$ cat config.mk
export PLATFORM = sky130hd
export DESIGN_NAME = cmd_seq
export DESIGN_NICKNAME = d
export VERILOG_FILES = /design/src/rtl/cmd_seq.sv
export SDC_FILE = /design/constraint.sdc
export NUM_CORES = 1
export LEC_CHECK = 0
export BUFFER_PORTS_ARGS = -buffer_cell sky130_fd_sc_hd__buf_2
export CAP_MARGIN = 25
export CORE_UTILIZATION = 48
export DETAILED_ROUTE_END_ITERATION = 16
export GPL_ROUTABILITY_DRIVEN = 0
export PLACE_DENSITY = 0.85
export SETUP_SLACK_MARGIN = 0.4
export SLEW_MARGIN = 40
export SYNTH_ARGS = -nofsm -noshare
export SYNTH_HDL_FRONTEND = slang
export SYNTH_SLANG_ARGS = --single-unit
$ cat constraint.sdc
create_clock -name clk -period 4.8 [get_ports clk]
set_input_delay 0.48 -clock clk [delete_from_list [all_inputs] [get_ports clk]]
set_output_delay 0.48 -clock clk [all_outputs]
set_load 0.05 [all_outputs]
$ cat src/rtl/cmd_seq.sv
module cmd_seq #(
  parameter int FC_W = 4,
  parameter int STAT_W = 16,
  parameter int MODE_W = 24,
  parameter int HLEN_BIT = 16,
  parameter int RST_CYCLES = 8
) (
  input  logic              clk,
  input  logic              rst_n,
  input  logic              cmd_valid,
  input  logic [7:0]        cmd_op,
  input  logic [7:0]        cmd_data,
  input  logic              irq_en,
  input  logic              init_ack,
  input  logic              init_fail,
  input  logic              init_bus_err,
  output logic [7:0]        semaphore,
  output logic [1:0]        state,
  output logic              busy,
  output logic              cmd_err,
  output logic              bus16,
  output logic [FC_W-1:0]   init_fc,
  output logic [MODE_W-1:0] modes,
  output logic              done,
  output logic [STAT_W-1:0] status,
  output logic              irq,
  output logic              severe_irq,
  output logic              init_req,
  output logic              rxtx_rst,
  output logic              rx_enable,
  output logic              clr_send_pend,
  output logic              clr_ring,
  output logic              zero_trt,
  output logic              zero_isw0,
  output logic              zero_txfault,
  output logic              set_noise,
  output logic              set_no_succ
);
  localparam int CW = $clog2(RST_CYCLES + 1);
  localparam logic [MODE_W-1:0] MODE_DEF = MODE_W'(1) << HLEN_BIT;
  localparam logic [1:0] S_UNINIT = 2'd0, S_OFF = 2'd1, S_IDLE = 2'd2;
  localparam logic [STAT_W-1:0] ST_OK = STAT_W'(16'h0001), ST_BAD = STAT_W'(16'h0011);

  typedef enum logic [2:0] {K_RST, K_LFC, K_INI, K_OFF, K_IDL} kind_t;

  kind_t kind, new_kind;
  logic [CW-1:0] cnt;
  logic cc;

  wire is_rst = cmd_op == 8'hFF;
  wire is_lfc = cmd_op[7:1] == 7'h68;
  wire is_ini = cmd_op == 8'hC7;
  wire is_off = cmd_op == 8'hF8;
  wire is_idl = cmd_op == 8'hF0;
  wire free = !busy && !severe_irq;
  wire legal = is_rst || (free && (((is_lfc || is_ini) && state == S_UNINIT) ||
                                   (is_off && state != S_UNINIT) ||
                                   (is_idl && state == S_OFF)));
  wire acc = cmd_valid && legal;

  assign irq = cc && irq_en;

  always_comb begin
    if (is_rst)      new_kind = K_RST;
    else if (is_lfc) new_kind = K_LFC;
    else if (is_ini) new_kind = K_INI;
    else if (is_off) new_kind = K_OFF;
    else             new_kind = K_IDL;
  end

  always_ff @(posedge clk or negedge rst_n) begin
    if (!rst_n) begin
      semaphore <= 8'hFF; state <= S_UNINIT; busy <= 1'b0; cmd_err <= 1'b0;
      bus16 <= 1'b0; init_fc <= '0; modes <= MODE_DEF; done <= 1'b0;
      status <= '0; cc <= 1'b0; severe_irq <= 1'b0; init_req <= 1'b0;
      kind <= K_RST; cnt <= '0;
      rxtx_rst <= 1'b0; rx_enable <= 1'b0; clr_send_pend <= 1'b0; clr_ring <= 1'b0;
      zero_trt <= 1'b0; zero_isw0 <= 1'b0; zero_txfault <= 1'b0;
      set_noise <= 1'b0; set_no_succ <= 1'b0;
    end else begin
      rxtx_rst <= 1'b0; rx_enable <= 1'b0; clr_send_pend <= 1'b0; clr_ring <= 1'b0;
      zero_trt <= 1'b0; zero_isw0 <= 1'b0; zero_txfault <= 1'b0;
      set_noise <= 1'b0; set_no_succ <= 1'b0;
      if (acc) begin
        busy <= 1'b1; semaphore <= 8'hFE; done <= 1'b0; cc <= 1'b0;
        cmd_err <= 1'b0; kind <= new_kind;
        case (new_kind)
          K_RST: begin
            modes <= MODE_DEF; bus16 <= 1'b0; severe_irq <= 1'b0; init_req <= 1'b0;
            state <= S_UNINIT; cnt <= CW'(RST_CYCLES - 1);
            rxtx_rst <= 1'b1; zero_trt <= 1'b1; zero_isw0 <= 1'b1; clr_ring <= 1'b1;
          end
          K_LFC: begin
            bus16 <= cmd_op[0]; init_fc <= cmd_data[FC_W-1:0];
          end
          K_INI: init_req <= 1'b1;
          K_OFF: begin
            clr_send_pend <= 1'b1; rxtx_rst <= 1'b1; clr_ring <= 1'b1;
          end
          default: begin
            clr_send_pend <= 1'b1; rxtx_rst <= 1'b1; zero_trt <= 1'b1;
            zero_txfault <= 1'b1; set_noise <= 1'b1; set_no_succ <= 1'b1;
          end
        endcase
      end else begin
        if (cmd_valid) cmd_err <= 1'b1;
        if (busy) begin
          case (kind)
            K_RST: begin
              if (cnt == '0) begin semaphore <= 8'hFF; busy <= 1'b0; end
              else cnt <= cnt - 1'b1;
            end
            K_LFC: begin semaphore <= 8'hFF; busy <= 1'b0; end
            K_INI: if (init_ack) begin
              init_req <= 1'b0; busy <= 1'b0;
              if (init_bus_err) severe_irq <= 1'b1;
              else begin
                done <= 1'b1; cc <= 1'b1;
                status <= init_fail ? ST_BAD : ST_OK;
                if (!init_fail) state <= S_OFF;
              end
            end
            K_OFF: begin
              busy <= 1'b0; done <= 1'b1; cc <= 1'b1; status <= ST_OK; state <= S_OFF;
            end
            default: begin
              busy <= 1'b0; done <= 1'b1; cc <= 1'b1; status <= ST_OK; state <= S_IDLE;
              rx_enable <= 1'b1;
            end
          endcase
        end
      end
    end
  end
endmodule


## After elaboration in Yosys (flattened, before gate mapping)

Cells that the tools add are included.

| operators by class | value |
|---|---|
| $add $sub $neg | 1 |
| eq/ne operators | 22 |
| multiplexer cells | 63 |
| bitwise operators | 2 |
| reduce and logical (&&, ||, !) cells | 42 |

Operators with widths:

| cell | number |
|---|---|
| 1-bit two-way mux | 35 |
| 8-bit == test (second input constant) | 4 |
| 16-bit two-way mux | 2 |
| 16-bit one-hot mux with 2 select lines | 1 |
| 8-bit two-way mux | 3 |
| 4-bit two-way mux | 5 |
| 8-bit one-hot mux with 2 select lines | 1 |
| 2-bit nonzero test | 8 |
| 3-bit by 2-bit == test with 1-bit output (second input constant) | 4 |
| 2-bit two-way mux | 6 |
| 3-bit two-way mux | 4 |
| 3-bit inequality test (second input constant) | 4 |
| 4-bit AND reduction | 3 |
| 5-bit AND reduction | 2 |
| 1-bit one-hot mux with 2 select lines | 4 |
| 4-bit OR reduction | 2 |
| 7-bit == test (second input constant) | 1 |
| 1-bit logical AND | 7 |
| 3-bit by 1-bit == test with 1-bit output (second input constant) | 2 |
| 3-bit logical NOT | 2 |
| 2-bit inequality test (second input constant) | 3 |
| 2-bit one-hot mux with 3 select lines | 1 |
| 6-bit AND reduction | 1 |
| 2-bit OR reduction | 3 |
| other kinds (14) | 22 |

| storage, ports and cells | value |
|---|---|
| register bits | 50 |
| bits of input ports | 23 |
| output and inout port bits | 70 |
| word-level logic and storage cells | 149 |

## Longest topological paths before layout

Gate-level depths: netlist of the first run.

| depth | value |
|---|---|
| depth after elaboration | 10 |
| mapped depth | 7 |

## Worst setup path after synthesis of the first run

OpenSTA, ideal clock, no wires.

| path | value |
|---|---|
| path type | in2reg |
| start | input port cmd_op[7] |
| end | register init_fc[0] |
| setup time | 0.125 ns |
| arrival | 2.113 ns |
| required time | 4.675 ns |
| slack | 2.562 ns |
| stages on the path | 6 |
| cells stage by stage | and4_1 > buf_2 > nand3_1 > a2111o_1 > nor4_4 > mux2_2 |

| on the way | value |
|---|---|
| longest elaborated chain between the ends | 9 |
| elaborated cells on any way between the ends | 20 |
| those cells by class | 6 x eq/ne; 4 x mux; 10 x reduce/logical |

RTL lines:

| item | RTL line | source |
|---|---|---|
| from (decl) | 11 | `input logic [7:0] cmd_op,` |
| branches (longest 8 deep; another with 8-bit == test) | - |  |
| 2-bit AND reduction (no line) (*) | - |  |
| to (signal assigned) | 94 | `bus16 <= cmd_op[0]; init_fc <= cmd_data[FC_W-1:0];` |
| to (decl) | 22 | `output logic [FC_W-1:0] init_fc,` |

Every way passes the cells marked *.
A chain may end at the register's enable or synchronous reset.

## Worst setup path in the final report of the first run

| path | value |
|---|---|
| start | input port cmd_op[1] |
| end | register init_fc[1] |

Same word-level chain as after synthesis.

==> flow_metrics.py, run 1 <==
metrics = {
    "timing": {
        "max_freq_ghz": 0.452,
        "finalCritPeriodShare_pct": 46.1,
        "finClkSkew_ps": 15.5,
        "setup_violations": 0,
        "timing.slew.headroom_pct": 54.9,
        "timing.hold.ws_ps": 163,
        "grt_setup_unrepaired": "false",
        "hold_viol": 0,
        "worst_slack_ps": 2590,
        "tns_ps": 0,
        "finalCriticalPeriod_ps": 2210,
        "drv_slew": 0,
        "worst_pin_slew_ps": 675,
    },
    "place": {
        "post_dp_cell_area_um2": 1780,
        "place_ws_ps": 2270,
        "dp.final_hpwl_mm": 2.14,
        "numPortBuffers": 43,
    },
    "critical_path": {
        "required_ps": 5000,
        "r2r_cells": 5,
        "cp_max_fo": 7,
        "startpoint_type": "input port",
        "cp-end-kind": "flop",
        "crit_type": "in -> reg",
        "worst_ep_arrival_time_ps": 2410,
    },
    "route": {
        "m1WireLength_mm": 1.23,
        "wl_met2_mm": 1.41,
        "routed.top_layer": "met4",
        "wirelength_mm": 2.86,
        "vias": 1233,
        "avgViaCountPerCell": 4.67,
        "post_drt_wl_per_cell_um": 10.8,
        "drt_iter0_drc": 35,
        "drc": 0,
        "dr_wl_met3_um": 175,
        "postRouteAntennaNets": 0,
        "first_pass_iters": 4,
    },
    "clocking": {
        "cts_tree": "built",
        "clock_sink_count": 29,
        "clkLatencyLatePin_ps": 320,
        "clock_path_buffers": 2,
        "cts-htree-levels": 2,
        "clk_pin_slew_ps": 100,
        "cts_buffers": 5,
        "cts-hold-fix-buffers": 0,
        "cts-root-buf": "clkbuf_4",
        "postCtsSetupBuffers": 0,
        "cts-resized-gates": 0,
    },
    "synth": {
        "netlist_area_um2": 1710,
        "syn_area_per_cell_um2": 9.82,
        "yosys.area.top_type": "dfrtp_1",
        "synth-seq-area-share_pct": 42.5,
        "ys_ff_latch": 29,
        "synthCells": 174,
        "ys_types": 45,
        "yosys-top-cells-area": "dfrtp_1 41%, buf_4 21%, mux2_2 2.6%",
        "yosysWarnings": 0,
        "synth_top_area_share_pct": 41.0,
    },
    "die": {
        "ios": 93,
        "core_area_um2": 3360,
        "die_x_um": 61.7,
        "die_h_um": 61.7,
        "die-area_um2": 3800,
        "start_util_pct": 50.8,
        "num_rows": 21,
    },
    "power_and_ir_drop": {
        "p_leak_uw": 0.000999,
        "ir_drop_mv": 0.193,
        "powerDensity_nw_per_um2": 611,
    },
    "global_routing": {
        "grt_usage_pct": 16.7,
        "grt_max_degree": 30,
        "grt_pass1_wl_mm": 4.51,
        "overflow": 0,
        "grt_pass1_vias": 1058,
        "grt_antenna_before_repair": 0,
    },
    "finish": {
        "final_area_um2": 1860,
        "antenna_cells": 0,
        "area_growth_pct": 9.00,
        "nNetsFinal": 241,
        "drive_above_1_share_pct": 27.5,
    },
    "job": {
        "maxCapViolations": 0,
    },
    "run_status": {
        "outcome": "completed",
    },
    "min_path": {
        "hp-class": "in -> async",
    },
}
[synth_stat cells, drive strengths merged]
| master | count |
|---|---|
| o211ai | 1 |
| or2 | 2 |
| nor2 | 10 |
| dfrtp | 28 |
| a21oi | 5 |
| conb | 2 |
| a31o | 2 |
| a2111o | 1 |
| xnor2 | 3 |
| inv | 6 |
| ha | 1 |
| nand2 | 7 |
| mux2 | 4 |
| nor4b | 1 |
| a21boi | 1 |
| nand4 | 1 |
| mux2i | 2 |
| a41oi | 1 |
| and3 | 3 |
| a2bb2oi | 1 |
| clkinv | 1 |
| clkbuf | 2 |
| o21ai | 2 |
| or3b | 1 |
| o211a | 1 |
| o31a | 1 |
| dfstp | 1 |
| o311ai | 1 |
| nand3 | 6 |
| nor4bb | 1 |
| nor3 | 5 |
| nor4 | 4 |
| and4b | 1 |
| and4 | 1 |
| a211oi | 2 |
| buf | 48 |
| nor3b | 4 |
| a32o | 1 |
| nand2b | 2 |
| o31ai | 1 |
| nor2b | 2 |
| and2 | 4 |
[layout by cell type (no fill, tap or decap), types with 2 or more instances in the layout]
cell / instances
buf_2: 43
nand2_1: 7
mux2_2: 4
nand2b_1: 2
a21oi_1: 5
a31o_2: 2
dfrtp_1: 28
inv_1: 6
a211oi_1: 2
and3_1: 3
nor4_1: 3
nor2_1: 10
nor3b_1: 4
nand3_1: 6
clkbuf_4: 5
nor3_1: 5
conb_1: 45
mux2i_1: 2
and2_1: 4
nor2b_1: 2
xnor2_1: 3
o21ai_0: 2
[power breakdown]
part,total [uW],leakage (uW),switching [uW],internal [uW]
registers,385,0.000365,64.3,321
logic,548,0.000588,407,141
clock network,206,0.0000455,81.4,124
[cell type report]
cell class	instances	area (um2)
multi-input cells	131	752
clock inverters	1	30.0
inverters	7	26.3
clock buffers	7	55.1
flip-flops and latches	29	727
repair buffers	43	215
fillers	321	1500
well taps	46	57.6
[kinds of logic (layout without fill, tap and decap cells)]
family,after synthesis,after routing,synth area share [%]
flip-flops,29,29,42.5
adder cells (fa/ha/maj),1,1,0.732
multiplexers,6,6,3.81
XOR/XNOR,3,3,1.54
AO/OA/AOI/OAI,21,21,9.15
other,2,45,0.439
buffers and inverters,57,58,22.9
AND/OR/NAND/NOR,55,55,18.9
[final timing paths]
kind	slack (ps)	to	from
worst min-delay path	160	zero_isw0$_DFF_PN0_	rst_n
worst max-delay path	2590	init_fc[1]$_DFFE_PN0P_	cmd_op[1]
min in group clk	400	init_fc[2]$_DFFE_PN0P_	cmd_data[2]
max in group asynchronous	4220	kind[2]$_DFFE_PN0P_	rst_n
worst max register to register	2640	init_fc[1]$_DFFE_PN0P_	state[1]$_DFFE_PN0P_
worst min register to register	470	status[0]$_DFFE_PN0P_	status[0]$_DFFE_PN0P_
[per-layer routing]
metal	vias to the layer above	GRT usage, %
met3	7	5.67
met5	-	0
li1	593	-
met1	568	20.5
met4	0	7.94
met2	65	26.4
[registers in the layout, indices dropped and copies added, names as in the netlist, 2 cells and up]
name and count:
cnt 4, init_fc 4, state 2, status 2, kind 3
[worst max-delay path, cell delays in order]
cell      delay (ps)
buf_2            150
nor3_1           250
nand3_1          170
a2111o_1         540
nor4_4           430
mux2_2           390
[stage by stage]
stage          utilization [%]  total power [uW]  std cells
6_report                  55.4              1140        264
2_1_floorplan                -               860        217
3_3_place_gp              52.9               926        256
5_1_grt                   55.4              1210        264
4_1_cts                   55.4              1150        264
3_5_place_dp              52.9               939        256
Power figures use the tool's default switching activity.
==> run 2, diff against run 1 <==
--- a/config.mk
+++ b/config.mk
@@ -5,12 +5,13 @@
 export SDC_FILE = /design/constraint.sdc
 export NUM_CORES = 1
 export LEC_CHECK = 0
+export ABC_AREA = 1
 export BUFFER_PORTS_ARGS = -buffer_cell sky130_fd_sc_hd__buf_2
 export CAP_MARGIN = 25
-export CORE_UTILIZATION = 48
+export CORE_UTILIZATION = 41
 export DETAILED_ROUTE_END_ITERATION = 16
 export GPL_ROUTABILITY_DRIVEN = 0
-export PLACE_DENSITY = 0.85
+export PLACE_DENSITY = 0.76
 export SETUP_SLACK_MARGIN = 0.4
 export SLEW_MARGIN = 40
 export SYNTH_ARGS = -nofsm -noshare
==> constraint.sdc (replaced) <==
create_clock -name clk -period 2 [get_ports clk]
set_input_delay 0.2 -clock clk [delete_from_list [all_inputs] [get_ports clk]]
set_output_delay 0.2 -clock clk [all_outputs]
set_load 0.05 [all_outputs]
==> run 2 against run 1 <==
  * Non-clock buffer count is 1 higher
  * Synthesized area up 9.0%
  * Critical path depth stayed put
  * Cell area increased by 10%
  * First-iteration DRC count rose by 23%
  * Flip-flop and latch count did not move
  * Critical endpoint is now state[0]$_DFFE_PN0P_
==> flow_metrics.py, run 2 <==
metrics = {
    "run_status": {
        "outcome": "completed",
    },
    "synth": {
        "yosys.area.top_type": "dfrtp_1",
        "yosys-top-cells-area": "dfrtp_1 38%, buf_4 19%, nand2_1 9.7%",
        "synth_top_area_share_pct": 37.6,
        "ys_ff_latch": 29,
        "synth_edf_count": 0,
        "synth-seq-area-share_pct": 39.0,
        "syn_area_per_cell_um2": 8.10,
        "synth-async-reset-ratio_pct": 100,
        "ys_types": 29,
        "netlist_area_um2": 1860,
        "synthCells": 230,
        "synth_most_common_cell": "nand2_1",
        "synthTopCellsByCount": "48 x nand2_1, 47 x buf_4, 28 x dfrtp_1",
        "synth-main-ff-cell": "dfrtp_1",
        "yosysWarnings": 0,
    },
    "min_path": {
        "hp-class": "in -> reg",
        "min_path_cells": 3,
    },
    "clocking": {
        "cts-root-buf": "clkbuf_8",
        "clock_sink_count": 29,
        "cts_tree": "built",
        "clock_path_buffers": 2,
        "cts-htree-levels": 2,
        "cts_buffers": 5,
        "clk_pin_slew_ps": 60,
        "clkLatencyLatePin_ps": 270,
    },
    "timing": {
        "grt_setup_unrepaired": "false",
        "worst_pin_slew_ps": 637,
        "setup_violations": 0,
        "finalCritPeriodShare_pct": 72.5,
        "timing.slew.headroom_pct": 57.5,
        "drv_slew": 0,
        "finClkSkew_ps": 1.60,
        "worst_slack_ps": 550,
        "finalCriticalPeriod_ps": 1450,
        "hold_viol": 0,
        "tns_ps": 0,
        "max_freq_ghz": 0.690,
    },
    "route": {
        "wl_met2_mm": 1.57,
        "drc": 0,
        "post_drt_wl_per_cell_um": 10.2,
        "wirelength_mm": 3.34,
        "vias": 1434,
        "avgViaCountPerCell": 4.37,
        "m1WireLength_mm": 1.47,
        "first_pass_iters": 4,
        "postRouteAntennaNets": 0,
        "dr_wl_met3_um": 257,
        "drt_iter0_drc": 43,
        "routed.top_layer": "met4",
    },
    "finish": {
        "fillers": 445,
        "drive_above_1_share_pct": 28.3,
        "final_cell_mix": "48 x nand2_1, 45 x conb_1, 43 x buf_2",
        "nNetsFinal": 300,
        "top_regs": "cnt (4), init_fc (4), kind (3)",
        "area_growth_pct": 10.2,
        "layout_commonest_cell": "nand2_1",
        "antenna_cells": 0,
    },
    "global_routing": {
        "grt_antenna_before_repair": 0,
        "grt_max_degree": 30,
        "grt_pass1_vias": 1297,
        "overflow": 0,
        "grt_pass1_wl_mm": 5.77,
        "grt_usage_pct": 15.0,
    },
    "critical_path": {
        "startpoint_type": "flop",
        "cp_max_fo": 11,
        "cp-end-kind": "flop",
        "r2r_cells": 6,
        "worst_ep_arrival_time_ps": 1610,
        "crit_type": "reg -> reg",
        "required_ps": 2160,
    },
    "place": {
        "place_ws_ps": 494,
        "numPortBuffers": 43,
        "dp.final_hpwl_mm": 2.60,
    },
    "die": {
        "start_util_pct": 42.8,
        "core_area_um2": 4350,
        "die_h_um": 69.4,
        "die_x_um": 69.4,
        "die-area_um2": 4820,
        "ios": 93,
        "num_rows": 24,
    },
    "power_and_ir_drop": {
        "ir_drop_mv": 0.301,
        "finalPower_uw": 1570,
        "p_leak_uw": 0.00123,
        "powerDensity_nw_per_um2": 763,
    },
    "job": {
        "maxCapViolations": 0,
    },
}
run 2: routing by layer:
metal / track usage (%) / up-vias
met5: 0 / -
met4: 4.76 / 0
met3: 4.94 / 5
met2: 23.7 / 64
met1: 19.5 / 647
li1: - / 718
run 2: worst paths after layout:
check	startpoint	endpoint	slack, ps
max	busy$_DFF_PN0_	state[0]$_DFFE_PN0P_	550
min	cmd_data[1]	init_fc[1]$_DFFE_PN0P_	160
max reg2reg	busy$_DFF_PN0_	state[0]$_DFFE_PN0P_	550
min reg2reg	status[0]$_DFFE_PN0P_	status[0]$_DFFE_PN0P_	460
max in group asynchronous	rst_n	init_req$_DFFE_PN0P_	1090
min in group asynchronous	rst_n	busy$_DFF_PN0_	500
run 2: report_power, final:
part	switching, uW	internal (uW)
Combinational	375	69.4
Clock	201	272
Sequential	24.3	626
Total	600	967
run 2: cell type report:
type / count / area (um2) / area share, %
Multi-Input combinational cell: 170 / 850 / 41.4
Sequential cell: 29 / 727 / 35.4
Timing Repair Buffer: 44 / 225 / 11.0
Inverter: 26 / 100 / 4.88
Clock buffer: 7 / 86.3 / 4.20
Tap cell: 52 / 65.1 / 3.17
run 2: what timing repair did:
action                                  4_1_cts  5_1_grt
buffers inserted                              0        0
hold buffers                                  1        0
hold endpoints to repair                     28        0
resized for setup                             0        3
endpoints found under the setup margin        0        9
run 2: worst max-delay path, cell delays in order (launching register included):
cell	delay, ps
dfrtp_1	470
nor3_4	250
nand3_4	220
nand2_4	180
inv_2	90
nand2_1	70
o21ai_1	50
run 2: cells by family (layout without fill, tap and decap cells):
family	Yosys count	after routing	synth area share (%)
AOI/OAI and AO/OA	14	14	4.37
xor gates and xnor gates	2	2	0.940
adders and majority gates	1	1	0.671
buffers and inverters	74	77	24.9
DFF	29	29	39.0
other	2	45	0.403
and+or+nand+nor	108	108	29.7
run 2: per-stage QoR:
stage	cell area (um2)	hold slack [ps]	utilization, %	instances
finish	2050	155	47.2	328
detailed placement	1950	267	44.7	320
floorplan	2030	-95.6	-	273
CTS	2040	148	46.9	328
global placement	1950	251	44.7	320
global route	2050	160	47.2	328
==> run 3, diff against run 2 <==
==> constraint.sdc (replaced) <==
create_clock -name clk -period 1.2 [get_ports clk]
set_input_delay 0.12 -clock clk [delete_from_list [all_inputs] [get_ports clk]]
set_output_delay 0.12 -clock clk [all_outputs]
set_load 0.05 [all_outputs]
==> run 3 against run 2 <==
  * The run now ends with hold timing, setup timing left
  * Critical path depth increased by 1
  * Largest cell class unchanged
  * Critical path type unchanged
  * Combinational power up 130%
  * Clock power up 85%
==> flow_metrics.py, run 3 (synthesis gave the netlist of run 2 again) <==
metrics = {
    "timing": {
        "timing.hold.ws_ps": -247,
        "hold_viol": 14,
        "setup_violations": 29,
        "worst_slack_ps": -216,
        "finalCritPeriodShare_pct": 118,
        "finalCriticalPeriod_ps": 1420,
        "grt_setup_unrepaired": "true",
        "finClkSkew_ps": 4.81,
        "max_freq_ghz": 0.706,
        "drv_slew": 0,
    },
    "global_routing": {
        "grt_antenna_before_repair": 0,
        "grt_pass1_wl_mm": 7.48,
        "grt_usage_pct": 19.7,
        "overflow": 0,
        "grt_pass1_vias": 1688,
        "grt_max_degree": 16,
    },
    "clocking": {
        "cts-root-buf": "clkbuf_8",
        "clkLatencyLatePin_ps": 280,
        "clock_path_buffers": 2,
        "clk_pin_slew_ps": 60,
        "cts-htree-levels": 2,
        "cts_tree": "built",
        "cts_buffers": 5,
        "clock_sink_count": 29,
    },
    "critical_path": {
        "cp_max_fo": 5,
        "crit_type": "reg -> reg",
        "required_ps": 1390,
        "startpoint_type": "flop",
        "worst_ep_arrival_time_ps": 1600,
        "r2r_cells": 7,
        "cp-end-kind": "flop",
    },
    "finish": {
        "layout_commonest_cell": "conb_1",
        "nNetsFinal": 348,
        "antenna_cells": 0,
        "final_area_um2": 2930,
        "regArea_um2": 734,
        "fillers": 326,
        "area_growth_pct": 57.4,
        "final_cell_mix": "45 x conb_1, 36 x nand2_1, 36 x buf_4",
        "fin_cells": 377,
        "drive_above_1_share_pct": 51.7,
        "post-route-util_pct": 67.4,
        "top_regs": "cnt (4), init_fc (4), kind (3)",
        "multi_input_area_um2": 1060,
    },
    "min_path": {
        "hp-class": "in -> async",
    },
    "die": {
        "ios": 93,
        "start_util_pct": 42.8,
        "die-area_um2": 4820,
        "num_rows": 24,
        "core_area_um2": 4350,
        "die_x_um": 69.4,
        "die_h_um": 69.4,
    },
    "route": {
        "post_drt_wl_per_cell_um": 12.4,
        "vias": 1690,
        "first_pass_iters": 4,
        "drt_iter0_drc": 64,
        "drc": 0,
        "wirelength_mm": 4.69,
        "postRouteAntennaNets": 0,
        "avgViaCountPerCell": 4.48,
    },
    "run_status": {
        "violations": "hold timing, setup timing",
        "outcome": "finished with violations",
    },
    "power_and_ir_drop": {
        "powerDensity_nw_per_um2": 1030,
        "p_leak_uw": 0.00155,
        "ir_drop_mv": 1.03,
    },
    "place": {
        "dp_cells": 350,
        "numPortBuffers": 43,
        "post_dp_cell_area_um2": 2280,
        "dp.final_hpwl_mm": 2.95,
    },
    "job": {
        "maxCapViolations": 0,
    },
}
run 3: cell types whose count changed in the layout (fill, tap and decap cells not counted), sizes merged:
cell         previous run  this run
nand3                  23        24
clkinvlp                0         1
inv                    26        25
buf                    43        91
dlygate4sd3             1         0
clkinv                  0         1
run 3: final cells by class:
type | count | area share [%]
Inverter | 26 | 3.88
Multi-Input combinational cell | 171 | 36.1
Clock inverter | 1 | 0.171
Clock buffer | 7 | 3.28
Sequential cell | 29 | 25.0
Timing Repair Buffer | 91 | 29.3
Tap cell | 52 | 2.22
run 3: report_power, final:
part	total (uW)	switching (uW)	internal (uW)
sequential	1110	62.9	1050
combinational	1040	714	329
clock	877	360	517
total	3030	1140	1890
run 3: metrics by stage:
stage               setup WS [ps]  setup TNS (ps)  hold WS (ps)  total power [uW]
floorplan                    -227           -3670          -176              1840
global placement             -161           -2970          57.0              1930
detailed placement           -204           -3900          58.8              1940
CTS                          -166           -3330          -238              3010
global route                 -264           -5970          -227              3140
finish                       -216           -4520          -247              3030
run 3: worst max-delay path, stage by stage (launching register included):
cell     delay, ps
dfrtp_2        450
nor2_4         140
inv_2           70
nand3_4         90
nand3_4        180
inv_8          150
nand3_4        110
o22ai_2        140
run 3: final timing paths:
kind                                       startpoint                       end  slack, ps
min in group clk                          cmd_data[0]    init_fc[0]$_DFFE_PN0P_         80
worst max register to register   state[1]$_DFFE_PN0P_       kind[2]$_DFFE_PN0P_       -220
max in group asynchronous                       rst_n  semaphore[0]$_DFFE_PN1P_        950
worst min-delay path                            rst_n    init_fc[3]$_DFFE_PN0P_       -250
worst max-delay path             state[1]$_DFFE_PN0P_       kind[2]$_DFFE_PN0P_       -220
worst min register to register  status[0]$_DFFE_PN0P_     status[0]$_DFFE_PN0P_        500
run 3: repair_timing:
item                                    4_1_cts  5_1_grt
resized for setup                            98       17
gates cloned                                  1        0
hold endpoints to repair                     14       14
setup buffers                                14        4
endpoints found under the setup margin       53       53
pin swaps                                    15        5
run 3: per-layer routing:
metal | vias to the layer above | track usage [%] | wire length [um]
li1 | 817 | - | -
met1 | 808 | 21.5 | 1740
met2 | 60 | 37.5 | 2670
met3 | 5 | 4.51 | 237
met4 | 0 | 5.90 | 38
met5 | - | 0 | 0
